[src/rtl/irqv_pkg.sv]
package irqv_pkg;
  localparam int NUM_EP      = 5;
  localparam int SRC_BUSRST  = 0;
  localparam int SRC_TMR_F   = 1;
  localparam int SRC_TMR_S   = 2;
  localparam int SRC_EP_BASE = 3;
  localparam int SRC_SERIAL  = SRC_EP_BASE + NUM_EP;
  localparam int SRC_HUB     = SRC_SERIAL + 1;
  localparam int SRC_GPIO    = SRC_HUB + 1;
  localparam int NUM_SRC     = SRC_GPIO + 1;
  localparam int NUM_GEN     = NUM_SRC - NUM_EP;
  localparam int VEC_AW      = 14;

  function automatic bit is_ep(input int src);
    return (src >= SRC_EP_BASE) && (src < SRC_EP_BASE + NUM_EP);
  endfunction

  // bit in the general mask that controls a non-endpoint source
  function automatic int gen_bit(input int src);
    return (src < SRC_EP_BASE) ? src : src - NUM_EP;
  endfunction
endpackage

[src/rtl/irqv_pend.sv]
module irqv_pend #(
  parameter int N = 11
) (
  input  logic         clk_i,
  input  logic         rst_ni,
  input  logic [N-1:0] set_i,
  input  logic [N-1:0] clr_i,
  output logic [N-1:0] pend_o
);
  logic [N-1:0] pend_q;

  // set beats clear so a fresh request is never lost
  always_ff @(posedge clk_i or negedge rst_ni) begin
    if (!rst_ni) pend_q <= '0;
    else         pend_q <= (pend_q & ~clr_i) | set_i;
  end

  assign pend_o = pend_q;

  for (genvar i = 0; i < N; i++) begin : g_chk

    req_latch_chk: assert property (@(posedge clk_i) disable iff (!rst_ni)
      set_i[i] |=> pend_q[i]);

    pend_hold_chk: assert property (@(posedge clk_i) disable iff (!rst_ni)
      (!set_i[i] && !clr_i[i]) |=> $stable(pend_q[i]));
  end
endmodule

[src/rtl/irqv_mask.sv]
module irqv_mask
  import irqv_pkg::*;
(
  input  logic               clk_i,
  input  logic               rst_ni,
  input  logic               gen_we_i,
  input  logic [NUM_GEN-1:0] gen_d_i,
  input  logic               ep_we_i,
  input  logic [NUM_EP-1:0]  ep_d_i,
  input  logic               gie_set_i,
  input  logic               gie_clr_i,
  output logic [NUM_SRC-1:0] en_o,
  output logic               gie_o
);
  logic [NUM_GEN-1:0] gen_q;
  logic [NUM_EP-1:0]  ep_q;
  logic               gie_q;

  always_ff @(posedge clk_i or negedge rst_ni) begin
    if (!rst_ni) begin
      gen_q <= '0;
      ep_q  <= '0;
    end else begin
      if (gen_we_i) gen_q <= gen_d_i;
      if (ep_we_i)  ep_q  <= ep_d_i;
    end
  end

  // taking a vector overrides a same-cycle set
  always_ff @(posedge clk_i or negedge rst_ni) begin
    if (!rst_ni)        gie_q <= 1'b0;
    else if (gie_clr_i) gie_q <= 1'b0;
    else if (gie_set_i) gie_q <= 1'b1;
  end

  for (genvar s = 0; s < NUM_SRC; s++) begin : g_map
    if (is_ep(s)) begin : g_ep
      assign en_o[s] = ep_q[s - SRC_EP_BASE];
    end else begin : g_gen
      assign en_o[s] = gen_q[gen_bit(s)];
    end
  end

  assign gie_o = gie_q;


  gie_clear_chk: assert property (@(posedge clk_i) disable iff (!rst_ni)
    gie_clr_i |=> !gie_q);

  gie_set_chk: assert property (@(posedge clk_i) disable iff (!rst_ni)
    (gie_set_i && !gie_clr_i) |=> gie_q);
endmodule

[src/rtl/irqv_prio.sv]
module irqv_prio #(
  parameter int N  = 11,
  parameter int AW = 14
) (
  input  logic [N-1:0]  act_i,
  output logic [N-1:0]  grant_o,
  output logic          any_o,
  output logic [AW-1:0] vec_o
);
  logic [AW-1:0] idx;

  // lowest index wins: scan from the top down
  always_comb begin
    grant_o = '0;
    idx     = '0;
    for (int i = N - 1; i >= 0; i--) begin
      if (act_i[i]) begin
        grant_o = '0;
        grant_o[i] = 1'b1;
        idx = AW'(i);
      end
    end
  end

  assign any_o = |act_i;
  // slot zero is the reset entry, two bytes per slot
  assign vec_o = any_o ? ((idx + AW'(1)) << 1) : '0;
endmodule

[src/rtl/irq_vector_ctrl.sv]
module irq_vector_ctrl
  import irqv_pkg::*;
(
  input  logic               clk_i,
  input  logic               rst_ni,
  input  logic [10:0]        req_i,
  input  logic               gen_en_we_i,
  input  logic [5:0]         gen_en_d_i,
  input  logic               ep_en_we_i,
  input  logic [4:0]         ep_en_d_i,
  input  logic               gie_set_i,
  input  logic               ack_i,
  output logic               irq_o,
  output logic [13:0]        vec_o,
  output logic               gie_o
);
  logic [NUM_SRC-1:0] pend, en, act, grant, clr;
  logic               any, take;

  irqv_pend #(.N(NUM_SRC)) u_pend (
    .clk_i  (clk_i),
    .rst_ni (rst_ni),
    .set_i  (req_i),
    .clr_i  (clr),
    .pend_o (pend)
  );

  irqv_mask u_mask (
    .clk_i     (clk_i),
    .rst_ni    (rst_ni),
    .gen_we_i  (gen_en_we_i),
    .gen_d_i   (gen_en_d_i),
    .ep_we_i   (ep_en_we_i),
    .ep_d_i    (ep_en_d_i),
    .gie_set_i (gie_set_i),
    .gie_clr_i (take),
    .en_o      (en),
    .gie_o     (gie_o)
  );

  assign act = pend & en;

  irqv_prio #(.N(NUM_SRC), .AW(VEC_AW)) u_prio (
    .act_i   (act),
    .grant_o (grant),
    .any_o   (any),
    .vec_o   (vec_o)
  );

  assign irq_o = gie_o & any;
  assign take  = ack_i & irq_o;
  assign clr   = take ? grant : '0;


  irq_gie_chk: assert property (@(posedge clk_i) disable iff (!rst_ni)
    irq_o |-> gie_o);

  grant_onehot_chk: assert property (@(posedge clk_i) disable iff (!rst_ni)
    $onehot0(grant) && (any == (grant != '0)));

  lowest_wins_chk: assert property (@(posedge clk_i) disable iff (!rst_ni)
    any |-> ((act & (grant - NUM_SRC'(1))) == '0));

  vec_even_chk: assert property (@(posedge clk_i) disable iff (!rst_ni)
    irq_o |-> (vec_o[0] == 1'b0 && vec_o != '0));

  ack_clear_chk: assert property (@(posedge clk_i) disable iff (!rst_ni)
    take |=> ((pend & $past(grant & ~req_i)) == '0));

  idle_ack_chk: assert property (@(posedge clk_i) disable iff (!rst_ni)
    (ack_i && !irq_o) |=> ((pend & $past(pend)) == $past(pend)));
endmodule

[config.mk]
export PLATFORM = sky130hd
export DESIGN_NAME = irq_vector_ctrl
export DESIGN_NICKNAME = d
export VERILOG_FILES = /design/src/rtl/irqv_pkg.sv /design/src/rtl/irqv_pend.sv /design/src/rtl/irqv_mask.sv /design/src/rtl/irqv_prio.sv /design/src/rtl/irq_vector_ctrl.sv
export SDC_FILE = /design/constraint.sdc
export NUM_CORES = 1
export LEC_CHECK = 0
export BUFFER_PORTS_ARGS = -buffer_cell sky130_fd_sc_hd__buf_4
export CAP_MARGIN = 30
export CORE_MARGIN = 2
export CORE_UTILIZATION = 32
export DETAILED_ROUTE_END_ITERATION = 8
export GPL_TIMING_DRIVEN = 0
export SYNTH_ARGS = -nofsm -noshare
export SYNTH_HDL_FRONTEND = slang
export SYNTH_HIERARCHICAL = 1
export SYNTH_SLANG_ARGS = --single-unit
export TNS_END_PERCENT = 30
[constraint.sdc]
create_clock -name clk_i -period 2.2 [get_ports clk_i]
set_input_delay 0.11 -clock clk_i [delete_from_list [all_inputs] [get_ports clk_i]]
set_output_delay 0.11 -clock clk_i [all_outputs]
set_load 0.1 [all_outputs]
==> implementation parameters, run 1 <==
Parameter                              Value

CTS
  Number of buffers on the longest clock path ... 2
  Num CTS Buffers ... 3
  Number of clock sinks ... 23
  CTS tree ... yes
  Insertion delay to the later sink of the worst-skew pair ... 260 ps
  H-tree levels ... 1
  Clock-pin slew reported for the worst setup and hold paths after clock tree synthesis ... 80 ps
  Root buffer cell ... sky130_fd_sc_hd__clkbuf_8

Detailed routing
  Iteration-0 DRC count of the detailed router ... 18
  Drc violations ... 0
  Post-DRT Antenna Nets ... 0
  Detailed Routing Iterations Pass 1 ... 4
  Final WL ... 2930 um
  Routed wire length per instance ... 12.4 um
  Detailed-route via count ... 1100
  Via-per-instance ratio ... 4.66

Place
  Cell count after placement ... 229
  Number of buffer cells added on primary ports ... 32
  Cell area reported after detailed placement ... 1780 sq um
  Placement-stage worst setup slack ... 121 ps
  Half-perimeter wire length after detailed placement ... 2310 um
  Final weighted congestion of routability-driven global placement ... 0.852

Synth
  Mean cell area of the mapped netlist ... 10.5 sq um
  Flip-flop cell with the highest count after synthesis ... sky130_fd_sc_hd__dfrtp_1
  Number of cells produced by synthesis ... 136
  Synthesis-stage register bit count ... 23
  Share of flip-flops with an asynchronous set or reset after synthesis ... 100%
  Top-count cell post-synth ... sky130_fd_sc_hd__dfrtp_1
  Cell type with the highest aggregate area in the netlist ... sky130_fd_sc_hd__dfrtp_1
  Yosys top cell area share ... 40.4%
  Count of different cell masters after synthesis ... 32
  Most frequent cells after synthesis ... sky130_fd_sc_hd__dfrtp_1 (23), sky130_fd_sc_hd__and2_1 (14), sky130_fd_sc_hd__buf_4 (13), sky130_fd_sc_hd__inv_1 (13)
  Number of synthesized flops with an enable pin ... 0
  Yosys warns ... 6
  Combined area of all synthesized cells ... 1430 sq um
  Top cells by area, synth ... sky130_fd_sc_hd__dfrtp_1 (40%), sky130_fd_sc_hd__buf_4 (6.8%), sky130_fd_sc_hd__and4_1 (6.8%)
  Sequential-to-total area share from yosys stat ... 40.4%

Critical path
  Largest stage delay on the critical path ... 380 ps
  Maximum fanout along the worst path ... 6
  Startpoint kind of the worst setup timing path ... register
  Crit path capture type ... output port
  Worst endpoint data arrival time ... 2000 ps
  Worst path cell trace ... and2_4 -> nor2_4 -> o31ai_2 -> a211oi_1 -> nor3_1 -> ha_1 -> and2_4 -> buf_12
  Cell at the slowest stage of the critical path ... sky130_fd_sc_hd__dfrtp_1
  Critical setup path kind ... reg -> out
  Cell mode on critical path ... sky130_fd_sc_hd__and2_4
  Crit path required time ... 2090 ps

Die
  Area of the core region ... 4320 sq um
  Initial Utilization ... 33.0%
  Cell Rows ... 24
  Chip height ... 70.8 um
  Overall die width ... 70.8 um
  Die Area ... 5010 sq um
  Boundary pin count ... 44

Final layout
  Number of antenna diodes ... 0
  Fraction of layout cells with a size suffix above 1 ... 44.6%
  Count of filler cells inserted in the layout ... 439
  Final instance area ... 1920 sq um
  Number of cells in the finished layout apart from fillers ... 236
  Area of the multi-input gates ... 773 sq um
  Post-synthesis to final-layout area growth ... 34.5%
  Net count, final ... 214
  Flip-flop and latch area ... 576 sq um
  Core Util, Final ... 44.4%

Min path
  Worst min-delay path class ... in -> reg

Job
  Max Cap Viol ... 0

Status
  Status ... completed

Timing
  Unrepaired setup endpoints after global routing ... true
  Highest clock rate ... 473 MHz
  Clock period minus final worst setup slack ... 2110 ps
  Final Setup Violations ... 0
  Final-report max-slew violation count ... 0
  Post-route setup slack ... 85.1 ps
  Final worst hold slack ... 18.3 ps
  Setup total negative slack ... 0 ps
  Final worst clock skew ... 1.65 ps
  Post-route clock period utilization ... 96.1%
  Count of final hold-check violations ... 0

Global route
  Antenna violations before repair ... 0
  Pin count of the biggest net entering global routing ... 24
  Total global routing track utilization ... 12.7%
  Via count of the first global-routing pass ... 1161
  Global-route wire length before repair ... 5210 um
  Total grt overflow ... 0

Power
  Total Power ... 1.27 mW
  Static leakage ... 0.832 nW
  Total power density per cell area ... 664 nW/um^2
  Peak supply drop ... 0.318 mV
-- path summary, 6_finish.rpt --
kind,slack (ps),end,depth (start not counted),startpoint
max in group asynchronous,1680,u_mask/ep_q[2],2,rst_ni
hold / removal,20,u_pend/pend_o[6],2,req_i[6]
setup reg to reg,270,u_pend/pend_o[10],8,u_pend/pend_o[2]
min in group asynchronous,290,u_pend/pend_o[1],2,rst_ni
hold reg to reg,480,u_pend/pend_o[6],1,u_pend/pend_o[6]
setup / recovery,90,vec_o[2],8,u_pend/pend_o[6]
-- state kept, by name (all words and copies together), names as in the netlist --
register       count
u_mask/gen_q       6
u_pend/pend_o     11
u_mask/gie_o       1
u_mask/ep_q        5
-- repair_timing --
item | in CTS | in global routing
setup buffers | 2 | 0
pin swaps | 1 | 5
resized for setup | 8 | 15
hold buffers | 1 | 0
cloned | 0 | 0
hold endpoints to repair | 23 | 0
endpoints found under the setup margin | 3 | 4
-- layout by cell type, fill, tap and decap left out, types with 2 or more instances in the layout --
master,count
sky130_fd_sc_hd__buf_12,2
sky130_fd_sc_hd__conb_1,10
sky130_fd_sc_hd__buf_4,45
sky130_fd_sc_hd__nor2b_1,6
sky130_fd_sc_hd__and2_4,6
sky130_fd_sc_hd__a21o_1,11
sky130_fd_sc_hd__nor2_4,2
sky130_fd_sc_hd__dfrtp_1,23
sky130_fd_sc_hd__nor2_1,3
sky130_fd_sc_hd__and3_1,2
sky130_fd_sc_hd__mux2_2,5
sky130_fd_sc_hd__buf_6,2
sky130_fd_sc_hd__inv_1,13
sky130_fd_sc_hd__clkbuf_8,3
sky130_fd_sc_hd__o21ai_0,2
sky130_fd_sc_hd__mux2_4,6
sky130_fd_sc_hd__nand2_1,3
sky130_fd_sc_hd__and4_1,11
sky130_fd_sc_hd__and2_1,8
-- per-layer routing --
metal  global-route usage [%]  vias to the layer above  part of all wire (%)
met3                     2.85                        7                   5.4
met4                     4.19                        0                   1.6
met2                     22.3                       29                    51
met5                        0                        -                     0
li1                         -                      547                     -
met1                     15.4                      517                    42
-- critical path: cells and delay by family (launching register included) --
family	cells	cell delay, ps
simple gates	4	580
compound gates	2	320
fa+ha+maj	1	290
buf+inv	1	160
flops	1	380
-- layout make-up --
class                      instances  share of cell area (%)
tap                               52                    3.39
buffer                            15                    6.26
multi-input combinational         94                    40.3
timing repair buffer              35                    15.1
clock buffer                       4                    2.35
sequential                        23                    30.0
inverter                          13                    2.54
-- power by group --
group          switching, mW  internal (mW)  total [mW]  leakage (nW)
clock network          0.135          0.129       0.264        0.0228
logic                  0.344          0.197       0.542         0.571
registers             0.0177          0.450       0.468         0.238
total                  0.497          0.777        1.27         0.832
-- logic make-up after synthesis --
group / share of synthesized area [%]
buffers and inverters: 11.8
multiplexers: 10.3
adder cells (fa/ha/maj): 0.877
flip-flops: 40.4
other: 0.263
AO/OA/AOI/OAI: 9.47
AND/OR/NAND/NOR: 26.9
Power figures use the tool's default switching activity.
==> run 2: changes to the inputs <==
--- a/config.mk
+++ b/config.mk
@@ -6,4 +6,5 @@
 export NUM_CORES = 1
 export LEC_CHECK = 0
+export ABC_AREA = 1
 export BUFFER_PORTS_ARGS = -buffer_cell sky130_fd_sc_hd__buf_4
 export CAP_MARGIN = 30
==> constraint.sdc (replaced) <==
create_clock -name clk_i -period 2.2 [get_ports clk_i]
set_input_delay 0.22 -clock clk_i [delete_from_list [all_inputs] [get_ports clk_i]]
set_output_delay 0.22 -clock clk_i [all_outputs]
set_load 0.02 [all_outputs]
==> implementation parameters, run 2 <==
Parameter                              Value

Final layout
  Number of antenna diodes ... 0
  Final instance area ... 1930 sq um
  Commonest non-fill, non-tap cell in the layout ... sky130_fd_sc_hd__nand2_1
  Number of flip-flops under the largest register name ... 11
  Core Util, Final ... 41.6%
  Leading cell types in the layout, fill and taps excluded ... sky130_fd_sc_hd__nand2_1 (78), sky130_fd_sc_hd__inv_1 (54), sky130_fd_sc_hd__buf_4 (44)
  Fraction of layout cells with a size suffix above 1 ... 30.4%
  Post-synthesis to final-layout area growth ... 27.1%
  Net count, final ... 300
  Number of cells in the finished layout apart from fillers ... 324

Critical path
  Crit path required time ... 1980 ps
  Reg2Reg Launch Point ... u_mask/gen_q[3]
  Cell mode on critical path ... sky130_fd_sc_hd__nand2_1
  Maximum fanout along the worst path ... 3
  Worst endpoint data arrival time ... 1800 ps
  Crit path capture type ... output port
  Setup slack of the worst register-to-register path ... 700 ps
  Top Family by Delay on Critical Path ... buffers and inverters
  Critical setup path kind ... reg -> out
  Buffers and inverters on the worst path ... 4
  Startpoint kind of the worst setup timing path ... register
  Worst path cell trace ... nand2_1 -> inv_1 -> inv_2 -> a21oi_1 -> nand2_1 -> nand2_1 -> nand2_2 -> ha_1 -> inv_1 -> nand3_2 -> a21oi_2 -> buf_4
  Cell at the slowest stage of the critical path ... sky130_fd_sc_hd__dfrtp_1
  Largest stage delay on the critical path ... 360 ps
  Worst reg2reg endpoint ... u_pend/pend_o[8]
  Length in cells of the worst reg-to-reg path ... 10

Synth
  Number of synthesized flops with an enable pin ... 0
  Synthesis-stage register bit count ... 23
  Combined area of all synthesized cells ... 1520 sq um
  Yosys top cell area share ... 38.0%
  Mean cell area of the mapped netlist ... 6.79 sq um
  Count of different cell masters after synthesis ... 21
  Share of flip-flops with an asynchronous set or reset after synthesis ... 100%
  Flip-flop cell with the highest count after synthesis ... sky130_fd_sc_hd__dfrtp_1
  Sequential-to-total area share from yosys stat ... 38.0%
  Most frequent cells after synthesis ... sky130_fd_sc_hd__nand2_1 (78), sky130_fd_sc_hd__inv_1 (55), sky130_fd_sc_hd__dfrtp_1 (23)
  Top-count cell post-synth ... sky130_fd_sc_hd__nand2_1
  Top cells by area, synth ... sky130_fd_sc_hd__dfrtp_1 (38%), sky130_fd_sc_hd__nand2_1 (19%), sky130_fd_sc_hd__inv_1 (14%)
  Cell type with the highest aggregate area in the netlist ... sky130_fd_sc_hd__dfrtp_1
  Yosys warns ... 6
  Number of cells produced by synthesis ... 223

Detailed routing
  Final WL ... 2550 um
  Iteration-0 DRC count of the detailed router ... 20
  Detailed Routing Iterations Pass 1 ... 4
  Detailed-route via count ... 1260
  Drc violations ... 0
  Routed wire length per instance ... 7.86 um
  Via-per-instance ratio ... 3.89
  Post-DRT Antenna Nets ... 0

CTS
  Number of buffers on the longest clock path ... 2
  Number of clock sinks ... 23
  Insertion delay to the later sink of the worst-skew pair ... 260 ps
  CTS tree ... yes
  Setup bufs post-CTS ... 0
  H-tree levels ... 1
  Clock-pin slew reported for the worst setup and hold paths after clock tree synthesis ... 80 ps
  Root buffer cell ... sky130_fd_sc_hd__clkbuf_8
  Num CTS Buffers ... 3

Timing
  Final worst clock skew ... 2.12 ps
  Unrepaired setup endpoints after global routing ... false
  Post-route clock period utilization ... 91.7%
  Setup total negative slack ... 0 ps
  Final-report max-slew violation count ... 0
  Final Setup Violations ... 0
  Final worst hold slack ... 135 ps
  Highest clock rate ... 495 MHz
  Count of final hold-check violations ... 0
  Clock period minus final worst setup slack ... 2020 ps
  Post-route setup slack ... 182 ps

Global route
  Total global routing track utilization ... 10.6%
  Pin count of the biggest net entering global routing ... 24
  Total grt overflow ... 0
  Global-route wire length before repair ... 4460 um
  Antenna violations before repair ... 0
  Via count of the first global-routing pass ... 1165

Place
  Final weighted congestion of routability-driven global placement ... 0.725
  Cell count after placement ... 319
  Placement-stage worst setup slack ... 418 ps
  Number of buffer cells added on primary ports ... 33
  Half-perimeter wire length after detailed placement ... 2140 um
  Cell area reported after detailed placement ... 1860 sq um

Die
  Die Area ... 5300 sq um
  Initial Utilization ... 32.7%
  Area of the core region ... 4630 sq um
  Overall die width ... 72.8 um
  Cell Rows ... 25
  Boundary pin count ... 44
  Chip height ... 72.8 um

Power
  Peak supply drop ... 0.188 mV
  Total Power ... 1.06 mW
  Static leakage ... 1.12 nW
  Total power density per cell area ... 549 nW/um^2

Min path
  Worst hold start ... req_i[0]
  End of the worst hold path ... u_pend/pend_o[0]
  Hold Path Stages ... 3
  Worst min-delay path class ... in -> reg

Status
  Status ... completed

Job
  Max Cap Viol ... 0
==> run 2: changes by cell type after synthesis, moves of 7 or more <==
cell / before / now
sky130_fd_sc_hd__a21o_1: 11 / 0
sky130_fd_sc_hd__and2_1: 14 / 0
sky130_fd_sc_hd__nor2_1: 5 / 18
sky130_fd_sc_hd__inv_2: 0 / 7
sky130_fd_sc_hd__nand2_1: 3 / 78
sky130_fd_sc_hd__and4_1: 11 / 0
sky130_fd_sc_hd__nor2_2: 0 / 10
sky130_fd_sc_hd__inv_1: 13 / 55
==> run 2: what timing repair did <==
| action | CTS | global route |
|---|---|---|
| gates resized for setup | 0 | 2 |
| hold buffers | 1 | 0 |
| hold endpoints to repair | 23 | 0 |
| setup endpoints to repair | 0 | 1 |
==> run 2: per-layer routing <==
metal,up-vias,global-route usage [%],share of wire (%)
li1,697,-,-
met1,533,13.0,47
met2,26,18.0,46
met3,4,1.66,4.8
met4,0,5.56,2.2
met5,-,0,0
==> run 2: cell type report <==
cell class                      instances  area, sq um
Inverter                               62          233
Timing Repair Buffer                   34          258
Clock inverter                          1         5.00
Multi-Input combinational cell        135          652
Fill cell                             504         2700
Sequential cell                        23          576
Buffer                                 12         93.8
Clock buffer                            3         41.3
Tap cell                               54         67.6
==> run 2: power breakdown <==
| part | internal (mW) | switching [mW] |
|---|---|---|
| Clock | 0.126 | 0.131 |
| Combinational | 0.139 | 0.197 |
| Sequential | 0.448 | 0.0156 |
| Total | 0.714 | 0.343 |
==> run 2: how the worst max path moves through the flow <==
stage / startpoint / endpoint / slack [ps] / cells past startpoint
global route: u_mask/gen_q[3] / vec_o[3] / 20 / 14
floorplan: u_pend/pend_o[7] / vec_o[2] / 540 / 9
detailed placement: u_mask/ep_q[4] / vec_o[3] / 420 / 11
CTS: u_mask/ep_q[4] / vec_o[3] / 120 / 11
global placement: u_mask/ep_q[4] / vec_o[3] / 450 / 11
finish: u_pend/pend_o[4] / vec_o[3] / 180 / 12
==> run 2: logic make-up (layout without fill, tap and decap cells) <==
| kind of cell | count (synthesis) | count (layout) | synth area share [%] |
|---|---|---|---|
| simple gates | 120 | 120 | 37.3 |
| fa+ha+maj | 1 | 1 | 0.826 |
| buf+inv | 74 | 112 | 21.6 |
| compound gates | 4 | 4 | 2.06 |
| flops | 23 | 23 | 38.0 |
| other cells | 1 | 10 | 0.247 |
==> run 2: worst register-to-register path: stages, from the launching register on <==
cell and delay [ps]:
sky130_fd_sc_hd__dfrtp_1 390, sky130_fd_sc_hd__nand2_1 70, sky130_fd_sc_hd__inv_2 50, sky130_fd_sc_hd__nor3_2 310, sky130_fd_sc_hd__nand3_4 130, sky130_fd_sc_hd__nand3_2 120, sky130_fd_sc_hd__buf_6 180, sky130_fd_sc_hd__nor2_2 40
sky130_fd_sc_hd__inv_1 40, sky130_fd_sc_hd__nand2_1 50, sky130_fd_sc_hd__nand2_1 50
==> run 3: changes to the inputs <==
Settings changed: ABC_AREA 1 to unset.
==> implementation parameters, run 3 (synthesized netlist as in run 1, its figures left out) <==
Parameter                              Value

Status
  Status ... completed

Global route
  Total grt overflow ... 0
  Global-route wire length before repair ... 4790 um
  Antenna violations before repair ... 0
  Via count of the first global-routing pass ... 1077
  Pin count of the biggest net entering global routing ... 24
  Total global routing track utilization ... 11.8%

Final layout
  Final instance area ... 1890 sq um
  Area of the multi-input gates ... 759 sq um
  Number of flip-flops under the largest register name ... 11
  Number of antenna diodes ... 0
  Fraction of layout cells with a size suffix above 1 ... 44.6%
  Commonest non-fill, non-tap cell in the layout ... sky130_fd_sc_hd__buf_4
  Post-synthesis to final-layout area growth ... 32.8%
  Count of filler cells inserted in the layout ... 429
  Flip-flop and latch area ... 576 sq um
  Leading cell types in the layout, fill and taps excluded ... sky130_fd_sc_hd__buf_4 (49), sky130_fd_sc_hd__dfrtp_1 (23), sky130_fd_sc_hd__inv_1 (13)
  Net count, final ... 216

CTS
  Root buffer cell ... sky130_fd_sc_hd__clkbuf_8
  Clock-pin slew reported for the worst setup and hold paths after clock tree synthesis ... 80 ps
  Number of clock sinks ... 23
  H-tree levels ... 1
  Insertion delay to the later sink of the worst-skew pair ... 260 ps
  Num CTS Buffers ... 3
  CTS tree ... yes
  Number of buffers on the longest clock path ... 2

Timing
  Highest clock rate ... 466 MHz
  Final-report max-slew violation count ... 0
  Count of final hold-check violations ... 0
  Unrepaired setup endpoints after global routing ... true
  Post-route clock period utilization ... 97.5%
  Final Setup Violations ... 0
  Clock period minus final worst setup slack ... 2140 ps
  Final worst clock skew ... 5.78 ps
  Final worst hold slack ... 123 ps

Job
  Max Cap Viol ... 0

Place
  Number of buffer cells added on primary ports ... 32
  Half-perimeter wire length after detailed placement ... 2270 um
  Cell area reported after detailed placement ... 1770 sq um
  Final weighted congestion of routability-driven global placement ... 0.834

Detailed routing
  Detailed Routing Iterations Pass 1 ... 4
  Iteration-0 DRC count of the detailed router ... 8
  Drc violations ... 0
  Post-DRT Antenna Nets ... 0
  Routed wire length per instance ... 12.4 um
  Detailed-route via count ... 1106
  Final WL ... 2950 um
  Via-per-instance ratio ... 4.65

Critical path
  Reg2Reg Launch Point ... u_pend/pend_o[2]
  Setup slack of the worst register-to-register path ... 260 ps
  Timing endpoint of the critical path ... vec_o[2]
  Crit path capture type ... output port
  Cell at the slowest stage of the critical path ... sky130_fd_sc_hd__dfrtp_1
  Length in cells of the worst reg-to-reg path ... 8
  Worst reg2reg endpoint ... u_pend/pend_o[10]
  Maximum fanout along the worst path ... 7
  Startpoint kind of the worst setup timing path ... register
  Critical setup path kind ... reg -> out
  Worst path cell trace ... and2_4 -> o31ai_2 -> a211oi_2 -> nor3_1 -> ha_1 -> and2_1 -> buf_4
  Worst endpoint data arrival time ... 1920 ps
  Crit path required time ... 1980 ps
  Largest stage delay on the critical path ... 380 ps
  Start point of the critical path ... u_pend/pend_o[8]

Power
  Total power density per cell area ... 559 nW/um^2
  Total Power ... 1.06 mW
  Static leakage ... 0.824 nW
  Peak supply drop ... 0.290 mV

Die
  Boundary pin count ... 44
  Chip height ... 70.8 um
  Initial Utilization ... 33.0%
  Area of the core region ... 4320 sq um
  Cell Rows ... 24
  Overall die width ... 70.8 um
  Die Area ... 5010 sq um

Min path
  Worst min-delay path class ... in -> reg
  Hold Path Stages ... 2
[run 3: repair_timing]
action | CTS | global route
hold buffers | 1 | 0
setup buffers | 1 | 3
setup endpoints to repair | 3 | 4
resized for setup | 2 | 14
endpoints found under the hold margin | 23 | 0
pin swaps | 2 | 3
[run 3: worst max-delay path, delay by kind of cell, from the launching register on]
family	cells	cell delay, ps
simple gates	3	500
flops	1	380
compound gates	2	360
fa+ha+maj	1	260
buf+inv	1	150
[run 3: final cells by class]
cell class              count  area share, %
plain buffers              15           6.34
clock buffers               4           2.38
inverters                  13           2.58
multi-input cells          94           40.1
flip-flops and latches     23           30.4
well taps                  52           3.43
repair buffers             37           14.8
[run 3: per-stage QoR]
| step | worst slack, ps | TNS [ps] | instances | utilization (%) |
|---|---|---|---|---|
| 2_1_floorplan | 360 | 0 | 145 | - |
| 3_3_place_gp | 171 | 0 | 229 | 40.8 |
| 3_5_place_dp | 140 | 0 | 229 | 40.8 |
| 4_1_cts | -54.0 | -54.0 | 235 | 42.4 |
| 5_1_grt | -56.3 | -71.8 | 238 | 43.8 |
| 6_report | 55.4 | 0 | 238 | 43.8 |
[run 3: where the power goes]
part | leakage, nW | switching (mW) | internal, mW
Combinational | 0.563 | 0.164 | 0.165
Clock | 0.0228 | 0.132 | 0.129
Sequential | 0.238 | 0.0178 | 0.450
[run 3: how the worst min path moves through the flow]
stage / startpoint / to / slack (ps)
after CTS: req_i[8] / u_pend/pend_o[8] / 120
after detailed placement: rst_ni / u_mask/ep_q[1] / 130
after global placement: rst_ni / u_mask/ep_q[3] / 120
after global routing: req_i[8] / u_pend/pend_o[8] / 120
final: req_i[8] / u_pend/pend_o[8] / 120
after floorplan: rst_ni / u_mask/ep_q[0] / -80
[run 3: routing by layer]
metal	up-vias	track usage [%]	share of wire (%)
met3	4	2.99	6.0
met1	522	14.4	42
met4	0	3.77	1.2
met2	30	20.4	51
li1	550	-	-
met5	-	0	0
